[config.mk]
export PLATFORM = sky130hd
export DESIGN_NAME = memmap_decoder
export DESIGN_NICKNAME = d
export VERILOG_FILES = /design/src/rtl/memmap_pkg.sv /design/src/rtl/mm_region_decode.sv /design/src/rtl/mm_rom_map.sv /design/src/rtl/mm_access_timer.sv /design/src/rtl/memmap_decoder.sv
export SDC_FILE = /design/constraint.sdc
export NUM_CORES = 1
export LEC_CHECK = 0
export ABC_AREA = 1
export BUFFER_PORTS_ARGS = -buffer_cell sky130_fd_sc_hd__buf_2
export CAP_MARGIN = 40
export CORE_MARGIN = 3
export CORE_UTILIZATION = 50
export CTS_BUF_LIST = sky130_fd_sc_hd__clkbuf_8
export DETAILED_ROUTE_END_ITERATION = 6
export GPL_ROUTABILITY_DRIVEN = 0
export PLACE_DENSITY = 0.83
export REMOVE_ABC_BUFFERS = 1
export SETUP_SLACK_MARGIN = 0.5
export SLEW_MARGIN = 20
export SYNTH_ARGS = -nofsm -noshare
export SYNTH_HDL_FRONTEND = slang
export SYNTH_SLANG_ARGS = --single-unit
[constraint.sdc]
create_clock -name clk -period 1.8 [get_ports clk]
set_input_delay 0.18 -clock clk [delete_from_list [all_inputs] [get_ports clk]]
set_output_delay 0.18 -clock clk [all_outputs]
set_load 0.005 [all_outputs]
[src/rtl/memmap_pkg.sv]
// Shared types for the console memory map decoder.
// Assumes a 24-bit address split into an 8-bit bank and a 16-bit offset.
package memmap_pkg;

    // One-hot region codes; bit positions are visible on region_sel.
    typedef enum logic [4:0] {
        RG_WRAM   = 5'b00001,
        RG_PERIPH = 5'b00010,
        RG_CPUREG = 5'b00100,
        RG_ROM    = 5'b01000,
        RG_NONE   = 5'b10000
    } region_e;

    // Cartridge ROM layout selector.
    typedef enum logic [1:0] {
        MAP_CHUNK = 2'd0,
        MAP_WHOLE = 2'd1,
        MAP_EXT   = 2'd2,
        MAP_RSVD  = 2'd3
    } map_e;

    // Fixed boundaries of the system-bank low half.
    localparam logic [15:0] LOWRAM_LAST = 16'h1FFF;
    localparam logic [7:0]  PERIPH_PAGE = 8'h21;
    localparam logic [5:0]  CPUREG_BLK  = 6'b010000;
    localparam logic [6:0]  WRAM_BANKS  = 7'h3F;

endpackage

[src/rtl/mm_region_decode.sv]
// Region decoder: classifies a bank/offset pair into one memory region.
// Assumes banks 0x7E/0x7F are RAM in every layout; system banks are
// those with bank bit 6 clear.
module mm_region_decode
    import memmap_pkg::*;
#(
    parameter int BANK_W = 8,
    parameter int OFF_W  = 16
) (
    input  logic [BANK_W-1:0] bank,
    input  logic [OFF_W-1:0]  offset,
    input  map_e              layout,
    output region_e           region
);

    logic wram_bank;
    logic sys_bank;
    logic upper_half;

    // Bank class flags used by the region choice.
    always_comb begin
        wram_bank  = (bank[BANK_W-1:1] == WRAM_BANKS);
        sys_bank   = ~bank[BANK_W-2];
        upper_half = offset[OFF_W-1];
    end

    // Region choice in priority order: full RAM banks, system banks, ROM banks.
    always_comb begin
        region = RG_NONE;
        if (wram_bank) begin
            region = RG_WRAM;
        end else if (sys_bank) begin
            if (offset <= LOWRAM_LAST)
                region = RG_WRAM;
            else if (offset[OFF_W-1:8] == PERIPH_PAGE)
                region = RG_PERIPH;
            else if (offset[OFF_W-1:10] == CPUREG_BLK)
                region = RG_CPUREG;
            else if (upper_half)
                region = RG_ROM;
        end else begin
            if (layout != MAP_CHUNK || upper_half)
                region = RG_ROM;
        end
    end

endmodule

[src/rtl/mm_rom_map.sv]
// ROM offset mapper: folds bank and offset into a ROM image offset for
// the selected layout, then wraps it to the configured image size.
// Assumes only ROM-decoded addresses use the result.
module mm_rom_map
    import memmap_pkg::*;
#(
    parameter int BANK_W = 8,
    parameter int OFF_W  = 16,
    parameter int ROM_AW = 23
) (
    input  logic [BANK_W-1:0] bank,
    input  logic [OFF_W-1:0]  offset,
    input  map_e              layout,
    input  logic [4:0]        size_log2,
    output logic [ROM_AW-1:0] rom_off
);

    logic [ROM_AW-1:0] raw_off;
    logic [ROM_AW-1:0] size_mask;

    // Layout-specific bank folding.
    always_comb begin
        case (layout)
            MAP_CHUNK: raw_off = ROM_AW'({bank[6:0], offset[OFF_W-2:0]});
            MAP_EXT:   raw_off = ROM_AW'({~bank[BANK_W-1], bank[5:0], offset});
            default:   raw_off = ROM_AW'({bank[5:0], offset});
        endcase
    end

    // Image-size wrap; large sizes shift the one out and leave all ones.
    always_comb begin
        size_mask = (ROM_AW'(1) << size_log2) - ROM_AW'(1);
        rom_off   = raw_off & size_mask;
    end

endmodule

[src/rtl/mm_access_timer.sv]
// Access timer: counts master clocks for one access and flags its last
// cycle. Assumes the speed class stays constant while an access is open.
module mm_access_timer #(
    parameter int SLOW_CLKS = 8,
    parameter int FAST_CLKS = 6
) (
    input  logic clk,
    input  logic rst_n,
    input  logic start,
    input  logic fast,
    output logic busy,
    output logic done
);

    localparam int MAX_CLKS = (SLOW_CLKS > FAST_CLKS) ? SLOW_CLKS : FAST_CLKS;
    localparam int CNT_W    = $clog2(MAX_CLKS);

    logic [CNT_W-1:0] cnt;
    logic [CNT_W-1:0] last;

    // Last count value for the current speed class.
    always_comb begin
        last = fast ? CNT_W'(FAST_CLKS - 1) : CNT_W'(SLOW_CLKS - 1);
        done = busy && (cnt == last);
    end

    // Busy flag and clock counter.
    always_ff @(posedge clk) begin
        if (!rst_n) begin
            busy <= 1'b0;
            cnt  <= '0;
        end else if (start) begin
            busy <= 1'b1;
            cnt  <= '0;
        end else if (done) begin
            busy <= 1'b0;
        end else if (busy) begin
            cnt  <= cnt + CNT_W'(1);
        end
    end

endmodule

[src/rtl/memmap_decoder.sv]
// Memory map decoder top: latches an access, decodes its region and
// physical offset, times it by speed class, and holds read data for the
// CPU. Assumes map_kind, fast_rom and rom_size_log2 are static.
module memmap_decoder
    import memmap_pkg::*;
#(
    parameter int ADDR_W    = 24,
    parameter int DATA_W    = 8,
    parameter int ROM_AW    = 23,
    parameter int SLOW_CLKS = 8,
    parameter int FAST_CLKS = 6
) (
    input  logic              clk,
    input  logic              rst_n,
    input  logic              acc_start,
    input  logic [ADDR_W-1:0] acc_addr,
    input  logic              acc_write,
    input  logic [1:0]        map_kind,
    input  logic              fast_rom,
    input  logic [4:0]        rom_size_log2,
    input  logic [DATA_W-1:0] bus_rdata,
    output logic [4:0]        region_sel,
    output logic [ROM_AW-1:0] phys_off,
    output logic              speed_fast,
    output logic              wr_enable,
    output logic              ready,
    output logic              open_bus,
    output logic [DATA_W-1:0] cpu_rdata
);

    localparam int OFF_W  = 16;
    localparam int BANK_W = ADDR_W - OFF_W;
    localparam int WRAM_W = OFF_W + 1;

    logic [ADDR_W-1:0] lat_addr;
    logic              lat_write;
    logic              busy;
    logic              accept;
    logic [BANK_W-1:0] bank;
    logic [OFF_W-1:0]  offset;
    map_e              layout;
    region_e           region;
    logic [ROM_AW-1:0] rom_off;
    logic [WRAM_W-1:0] wram_off;
    logic              fast_acc;

    // Split the latched address and type the layout selector.
    always_comb begin
        bank   = lat_addr[ADDR_W-1:OFF_W];
        offset = lat_addr[OFF_W-1:0];
        layout = map_e'(map_kind);
        accept = acc_start && (!busy || ready);
    end

    // Capture address and direction when an access is taken.
    always_ff @(posedge clk) begin
        if (!rst_n) begin
            lat_addr  <= '0;
            lat_write <= 1'b0;
        end else if (accept) begin
            lat_addr  <= acc_addr;
            lat_write <= acc_write;
        end
    end

    mm_region_decode #(
        .BANK_W (BANK_W),
        .OFF_W  (OFF_W)
    ) i_region (
        .bank   (bank),
        .offset (offset),
        .layout (layout),
        .region (region)
    );

    mm_rom_map #(
        .BANK_W (BANK_W),
        .OFF_W  (OFF_W),
        .ROM_AW (ROM_AW)
    ) i_rom (
        .bank      (bank),
        .offset    (offset),
        .layout    (layout),
        .size_log2 (rom_size_log2),
        .rom_off   (rom_off)
    );

    // Speed class: fast only for upper-bank ROM with fast ROM enabled.
    always_comb begin
        fast_acc = (region == RG_ROM) && bank[BANK_W-1] && fast_rom;
    end

    mm_access_timer #(
        .SLOW_CLKS (SLOW_CLKS),
        .FAST_CLKS (FAST_CLKS)
    ) i_timer (
        .clk   (clk),
        .rst_n (rst_n),
        .start (accept),
        .fast  (fast_acc),
        .busy  (busy),
        .done  (ready)
    );

    // Work RAM offset: full banks keep bank bit 0, mirrors use the low 8 KiB.
    always_comb begin
        if (bank[BANK_W-1:1] == WRAM_BANKS)
            wram_off = {bank[0], offset};
        else
            wram_off = WRAM_W'(offset[12:0]);
    end

    // Output select, gated by an open access.
    always_comb begin
        region_sel = busy ? region : 5'b0;
        speed_fast = busy && fast_acc;
        open_bus   = busy && (region == RG_NONE);
        wr_enable  = busy && lat_write &&
                     (region == RG_WRAM || region == RG_PERIPH || region == RG_CPUREG);
        case (region)
            RG_WRAM:   phys_off = ROM_AW'(wram_off);
            RG_PERIPH: phys_off = ROM_AW'(offset[7:0]);
            RG_CPUREG: phys_off = ROM_AW'(offset[9:0]);
            RG_ROM:    phys_off = rom_off;
            default:   phys_off = '0;
        endcase
        if (!busy)
            phys_off = '0;
    end

    // Read data hold: load on a mapped read's last cycle, else keep.
    always_ff @(posedge clk) begin
        if (!rst_n)
            cpu_rdata <= '0;
        else if (ready && !lat_write && region != RG_NONE)
            cpu_rdata <= bus_rdata;
    end

endmodule

## Word-level counts from Yosys, hierarchy flattened

Cells that the tools add are included.

- Flip-flop bits (word level): 37
- Input bits: 44
- Output and inout port bits: 40
- Word-level logic and storage cells: 60

- Add/subtract/negate cells: 2
- Magnitude comparators: 1
- Equality and inequality tests: 11
- Shift operators: 1
- Multiplexer cells: 15
- Bitwise gates (word level): 4
- Reduce and logical (&&, ||, !) cells: 21

Operators with widths:

| operator | count |
|---|---|
| case mux 23 bit (4 select lines) | 1 |
| case mux 23 bit (2 select lines) | 1 |
| 2-to-1 mux 5 bit | 8 |
| AND 23 bit | 1 |
| 2-to-1 mux 23 bit | 1 |
| left shift 1 x 5 -> 23 bit, first input constant | 1 |
| subtractor 23 x 2 -> 23 bit, second input constant | 1 |
| 2-to-1 mux 17 bit | 1 |
| <= comparator 16 x 13 -> 1 bit, second input constant | 1 |
| logical AND 1 bit | 10 |
| == test 8 x 6 -> 1 bit, second input constant | 1 |
| == test 7 x 6 -> 1 bit, second input constant | 1 |
| == test 6 x 5 -> 1 bit, second input constant | 1 |
| == test 5 x 1 -> 1 bit, second input constant | 1 |
| == test 5 x 2 -> 1 bit, second input constant | 1 |
| == test 5 x 3 -> 1 bit, second input constant | 1 |
| == test 5 x 4 -> 1 bit, second input constant | 1 |
| == test 5 bit, second input constant | 1 |
| inequality test 5 bit, second input constant | 1 |
| logical OR 1 bit | 4 |
| nonzero test 2 bit | 2 |
| adder 3 x 1 -> 3 bit, second input constant | 1 |
| == test 3 bit | 1 |
| inverter 1 bit | 3 |
| 7 further kinds | 9 |

## Longest topological paths before layout

- Depth after elaboration: 15
- Gate-level depth with buffers: 15
- Mapped depth without buffers: 14

## Modules after synthesis

A second synthesis with hierarchy kept.

- Cell total of the unflattened synthesis: 555
- Area, all modules: 3179.3 um^2

Modules (own cells, without submodules):

| module | times used | cells an instance | area an instance (um^2) | sequential area each (um^2) |
|---|---|---|---|---|
| memmap_decoder | 1 | 320 | 1985.7 | 660.6 |
| mm_rom_map | 1 | 163 | 814.5 | 0.0 |
| mm_access_timer | 1 | 33 | 217.7 | 80.1 |
| mm_region_decode | 1 | 39 | 161.4 | 0.0 |

## Least setup slack after synthesis

No wires, ideal clock.

- Path kind: input to output
- From: in rom_size_log2[1]
- To: out phys_off[20]
- Data arrival time: 1526 ps
- Data required time: 1620 ps
- Path slack: 94 ps
- Stages: 14
- Path buffers: 1
- Cells stage by stage: buf_2 -> inv_1 -> nand2_1 -> inv_1 -> nand3_1 -> ha_1 -> nand2_1 -> nor2_2 -> nand2_1 -> inv_1 -> nand2_1 -> nor2_2 -> a21oi_1 -> nor2_1

- Cells in the longest elaborated chain, start to end: 5

Ends and longest elaborated chain:

| element | line | RTL |
|---|---|---|
| start, declared | memmap_decoder.sv:20 | `input logic [4:0] rom_size_log2,` |
| left shift 1 x 5 -> 23 bit | mm_rom_map.sv:32 | `size_mask = (ROM_AW'(1) << size_log2) - ROM_AW'(1);` |
| subtractor 23 x 2 -> 23 bit | mm_rom_map.sv:32 |  |
| AND 23 bit | mm_rom_map.sv:33 | `rom_off = raw_off & size_mask;` |
| case mux 23 bit (4 select lines) | memmap_decoder.sv:120 | `case (region)` |
| 2-to-1 mux 23 bit | memmap_decoder.sv:127 | `if (!busy)` |
| end, declared | memmap_decoder.sv:23 | `output logic [ROM_AW-1:0] phys_off,` |

No other way between the ends.

## Final worst setup path

- From: reg lat_addr[15]
- To: out phys_off[14]

- Cells in the longest elaborated chain, start to end: 9
- Elaborated cells between the ends (all ways): 17
- Classes of those cells: order compare: 1; eq/ne: 6; mux: 9; reduce/logical: 1

Ends and longest elaborated chain:

| element | line | RTL |
|---|---|---|
| start, declared | memmap_decoder.sv:35 | `logic [ADDR_W-1:0] lat_addr;` |
| start signal, assigned | memmap_decoder.sv:61 | `lat_addr <= acc_addr;` |
| parallel branches: the longest is 4 deep, another holds <= comparator 16 x 13 -> 1 bit | -- |  |
| 2-to-1 mux 5 bit * | mm_region_decode.sv:32 | `end else if (sys_bank) begin` |
| 2-to-1 mux 5 bit * | mm_region_decode.sv:30 | `if (wram_bank) begin` |
| == test 5 x 4 -> 1 bit, or another cell as far along | memmap_decoder.sv:120 |  |
| case mux 23 bit (4 select lines) * | memmap_decoder.sv:120 |  |
| 2-to-1 mux 23 bit * | memmap_decoder.sv:127 |  |

Every way passes the cells marked *.

==> impl_metrics.ini <==
[setup_path]
crit_fanout = 3
cp_data_arrival_time_ps = 2010
worstSetupPathType = register to output port
required_ps = 1620
cp-start-kind = register
rrSetupSlack_ps = -320
end_kind = output port

[cells_and_area]
multi_input_comb_area_um2 = 2370
antennaDiodeCount = 0
register_area_um2 = 761
area_growth_pct = 76.5
drive_above_1_share = 0.546
mostFrequentLayoutCell = buf_2
layout.cells.non_filler = 700
final_area_um2 = 4900
mostFrequentLayoutCells = 78 x buf_2, 70 x nand2_1, 67 x buf_4, 65 x nor2_1, 32 x inv_1
fillers = 167
utilization = 0.936
fin_nets = 675

[sta]
period_share = 1.22
slew_violations = 0
fmax_mhz = 456
layout_setup_ws_ps = -394
setup_viol = 66
tightest_slew_ps = 753
finalHoldViolations = 0
final.setup_skew_ps = 9.65
layout_min_cycle_time_ps = 2190
slew_headroom = 0.498
grt_setup_unrepaired = yes

[floorplanning]
dieArea_um2 = 6490
start_util = 0.530
rows = 26
dieWidth_um = 80.5
die_h_um = 80.5
core_um2 = 5240
pin_count = 84

[detailed_routing]
ant_nets = 0
drc = 84
first_pass_iters = 7
wl_mm = 17.4
post_drt_wl_per_cell_um = 24.8
dr.first_iter.drc_count = 1034
via_count = 4805
viasPerCell = 6.86

[clocking]
cts_max_level = 2
clkSinkCount = 37
clkSlewWorstSetupHoldPaths_ps = 90
clk-insertion-delay-late_ps = 320
cts_root_buf = clkbuf_8
cts-buffers-inserted = 5
cts_tree = done
cts.path.max_buffers = 2

[grt]
grt_pass1_vias = 3744
grt_pass1_wl_mm = 17.7
grt_max_degree = 32
grt_usage = 0.352
grt_overflow = 0
antenna_found_initial = 0

[outcome]
outcome = complete, but fails checks
failed_checks = DRC, setup timing

[power_and_ir_drop]
leakage_nw = 2.38
p_per_area_nw_per_um2 = 605
irDropWorstVdd_mv = 0.759
finalPower_w = 0.00297

[placement]
dp_hpwl_mm = 6.46
dp.cells = 647
preCtsSetupSlack_ps = -102
dpl-instance-area_um2 = 3560
port_buffers = 83

[hold_path]
hold_class = primary input to register

[synth]
syn_avg_cell_area_um2 = 5.97
ys_seq_elements = 37
yosysSeqAreaShare = 0.267
ys_top_cells_by_area = dfxtp_1 27%, nor2_1 14%, nand2_1 14%
synth_top_cell_area_share = 0.267
synth_cell_types = 35
yosysWarningCount = 0
netlist_area_um2 = 2780
yosysTopAreaCell = dfxtp_1
syn_inst = 465

[run]
drv_cap = 0
[area by class of cell]
class | count | share of cell area
inverter | 48 | 0.0421
clock buffer | 7 | 0.0197
tap | 70 | 0.0179
clock inverter | 1 | 0.00179
multi-input combinational | 359 | 0.484
timing repair buffer | 178 | 0.280
sequential | 37 | 0.155
[state kept, by name, summed over array words and instances (netlist names)]
| register | cells |
|---|---|
| cpu_rdata | 8 |
| lat_write | 1 |
| i_timer.cnt | 3 |
| i_timer.busy | 1 |
| lat_addr | 24 |
[routing by layer]
layer	global-route usage	up-vias	share of wire
li1	-	1825	-
met1	0.404	2083	0.31
met2	0.590	629	0.42
met3	0.0774	268	0.15
met4	0.220	0	0.12
met5	0	-	0
[through the flow]
step / hold slack (ps) / TNS, ps
2_1_floorplan: 301 / 0
3_3_place_gp: 456 / -1.11
3_5_place_dp: 468 / -442
4_1_cts: 181 / -2120
5_1_grt: 208 / -17920
6_report: 172 / -14040
[synthesized netlist by cell type]
| library cell | count |
|---|---|
| nand4_1 | 10 |
| nand2_1 | 100 |
| clkbuf_1 | 8 |
| nand4_2 | 1 |
| buf_2 | 3 |
| nor4_1 | 2 |
| dfxtp_1 | 37 |
| o21ai_2 | 1 |
| nor2_2 | 5 |
| o21ai_0 | 10 |
| ha_1 | 2 |
| nor2_4 | 2 |
| o21bai_1 | 1 |
| buf_1 | 4 |
| a21boi_0 | 1 |
| a211oi_1 | 1 |
| nand3_2 | 1 |
| nand2_2 | 4 |
| nand3b_1 | 25 |
| a32oi_1 | 2 |
| mux2i_1 | 1 |
| inv_2 | 4 |
| buf_6 | 4 |
| o21ai_4 | 1 |
| nand2_4 | 1 |
| inv_1 | 42 |
| a21oi_1 | 37 |
| nor3_1 | 10 |
| nor2_1 | 104 |
| nand3_1 | 32 |
| clkinv_1 | 2 |
| nand3_4 | 1 |
| or2_2 | 1 |
| xor2_1 | 3 |
| buf_4 | 2 |
[power by group]
part / internal [W] / leakage, nW / switching, W
clock: 0.000354 / 0.0549 / 0.000368
sequential: 0.000872 / 0.308 / 0.0000638
combinational: 0.000540 / 2.02 / 0.000770
[worst paths after layout]
kind | cells after the start | start | endpoint
max reg2reg | 14 | lat_addr[22]$_SDFFE_PN0P_ | lat_addr[21]$_SDFFE_PN0P_
min | 4 | acc_addr[9] | lat_addr[9]$_SDFFE_PN0P_
max | 12 | lat_addr[15]$_SDFFE_PN0P_ | phys_off[14]
min reg2reg | 2 | cpu_rdata[3]$_SDFFE_PN0P_ | cpu_rdata[3]$_SDFFE_PN0P_
[worst max-delay path, stage by stage, from the launching register on]
cell	delay (ps)
dfxtp_4	380
inv_4	90
nand2_4	60
nor2_4	160
nand4_1	180
nand2_4	180
nor2_4	70
inv_2	80
nand2_4	80
inv_4	70
nand2_2	50
a21oi_2	150
buf_2	140
[kinds of logic (layout without fill, tap and decap cells)]
logic type      Yosys count  count (layout)  synth area share
xor+xnor                  3               3           0.00946
simple gates            299             299             0.495
mux                       1               1           0.00360
compound gates           54              54             0.108
buf+inv                  69             234             0.108
flops                    37              37             0.267
fa+ha+maj                 2               2           0.00901
[what timing repair did]
item / CTS / global route
pin swaps: 50 / 50
gates cloned: 2 / 1
buffers inserted: 13 / 29
endpoints found under the setup margin: 69 / 69
hold buffers: 0 / 0
gates resized for setup: 98 / 148
No activity file was read; power rests on OpenSTA's default activity.
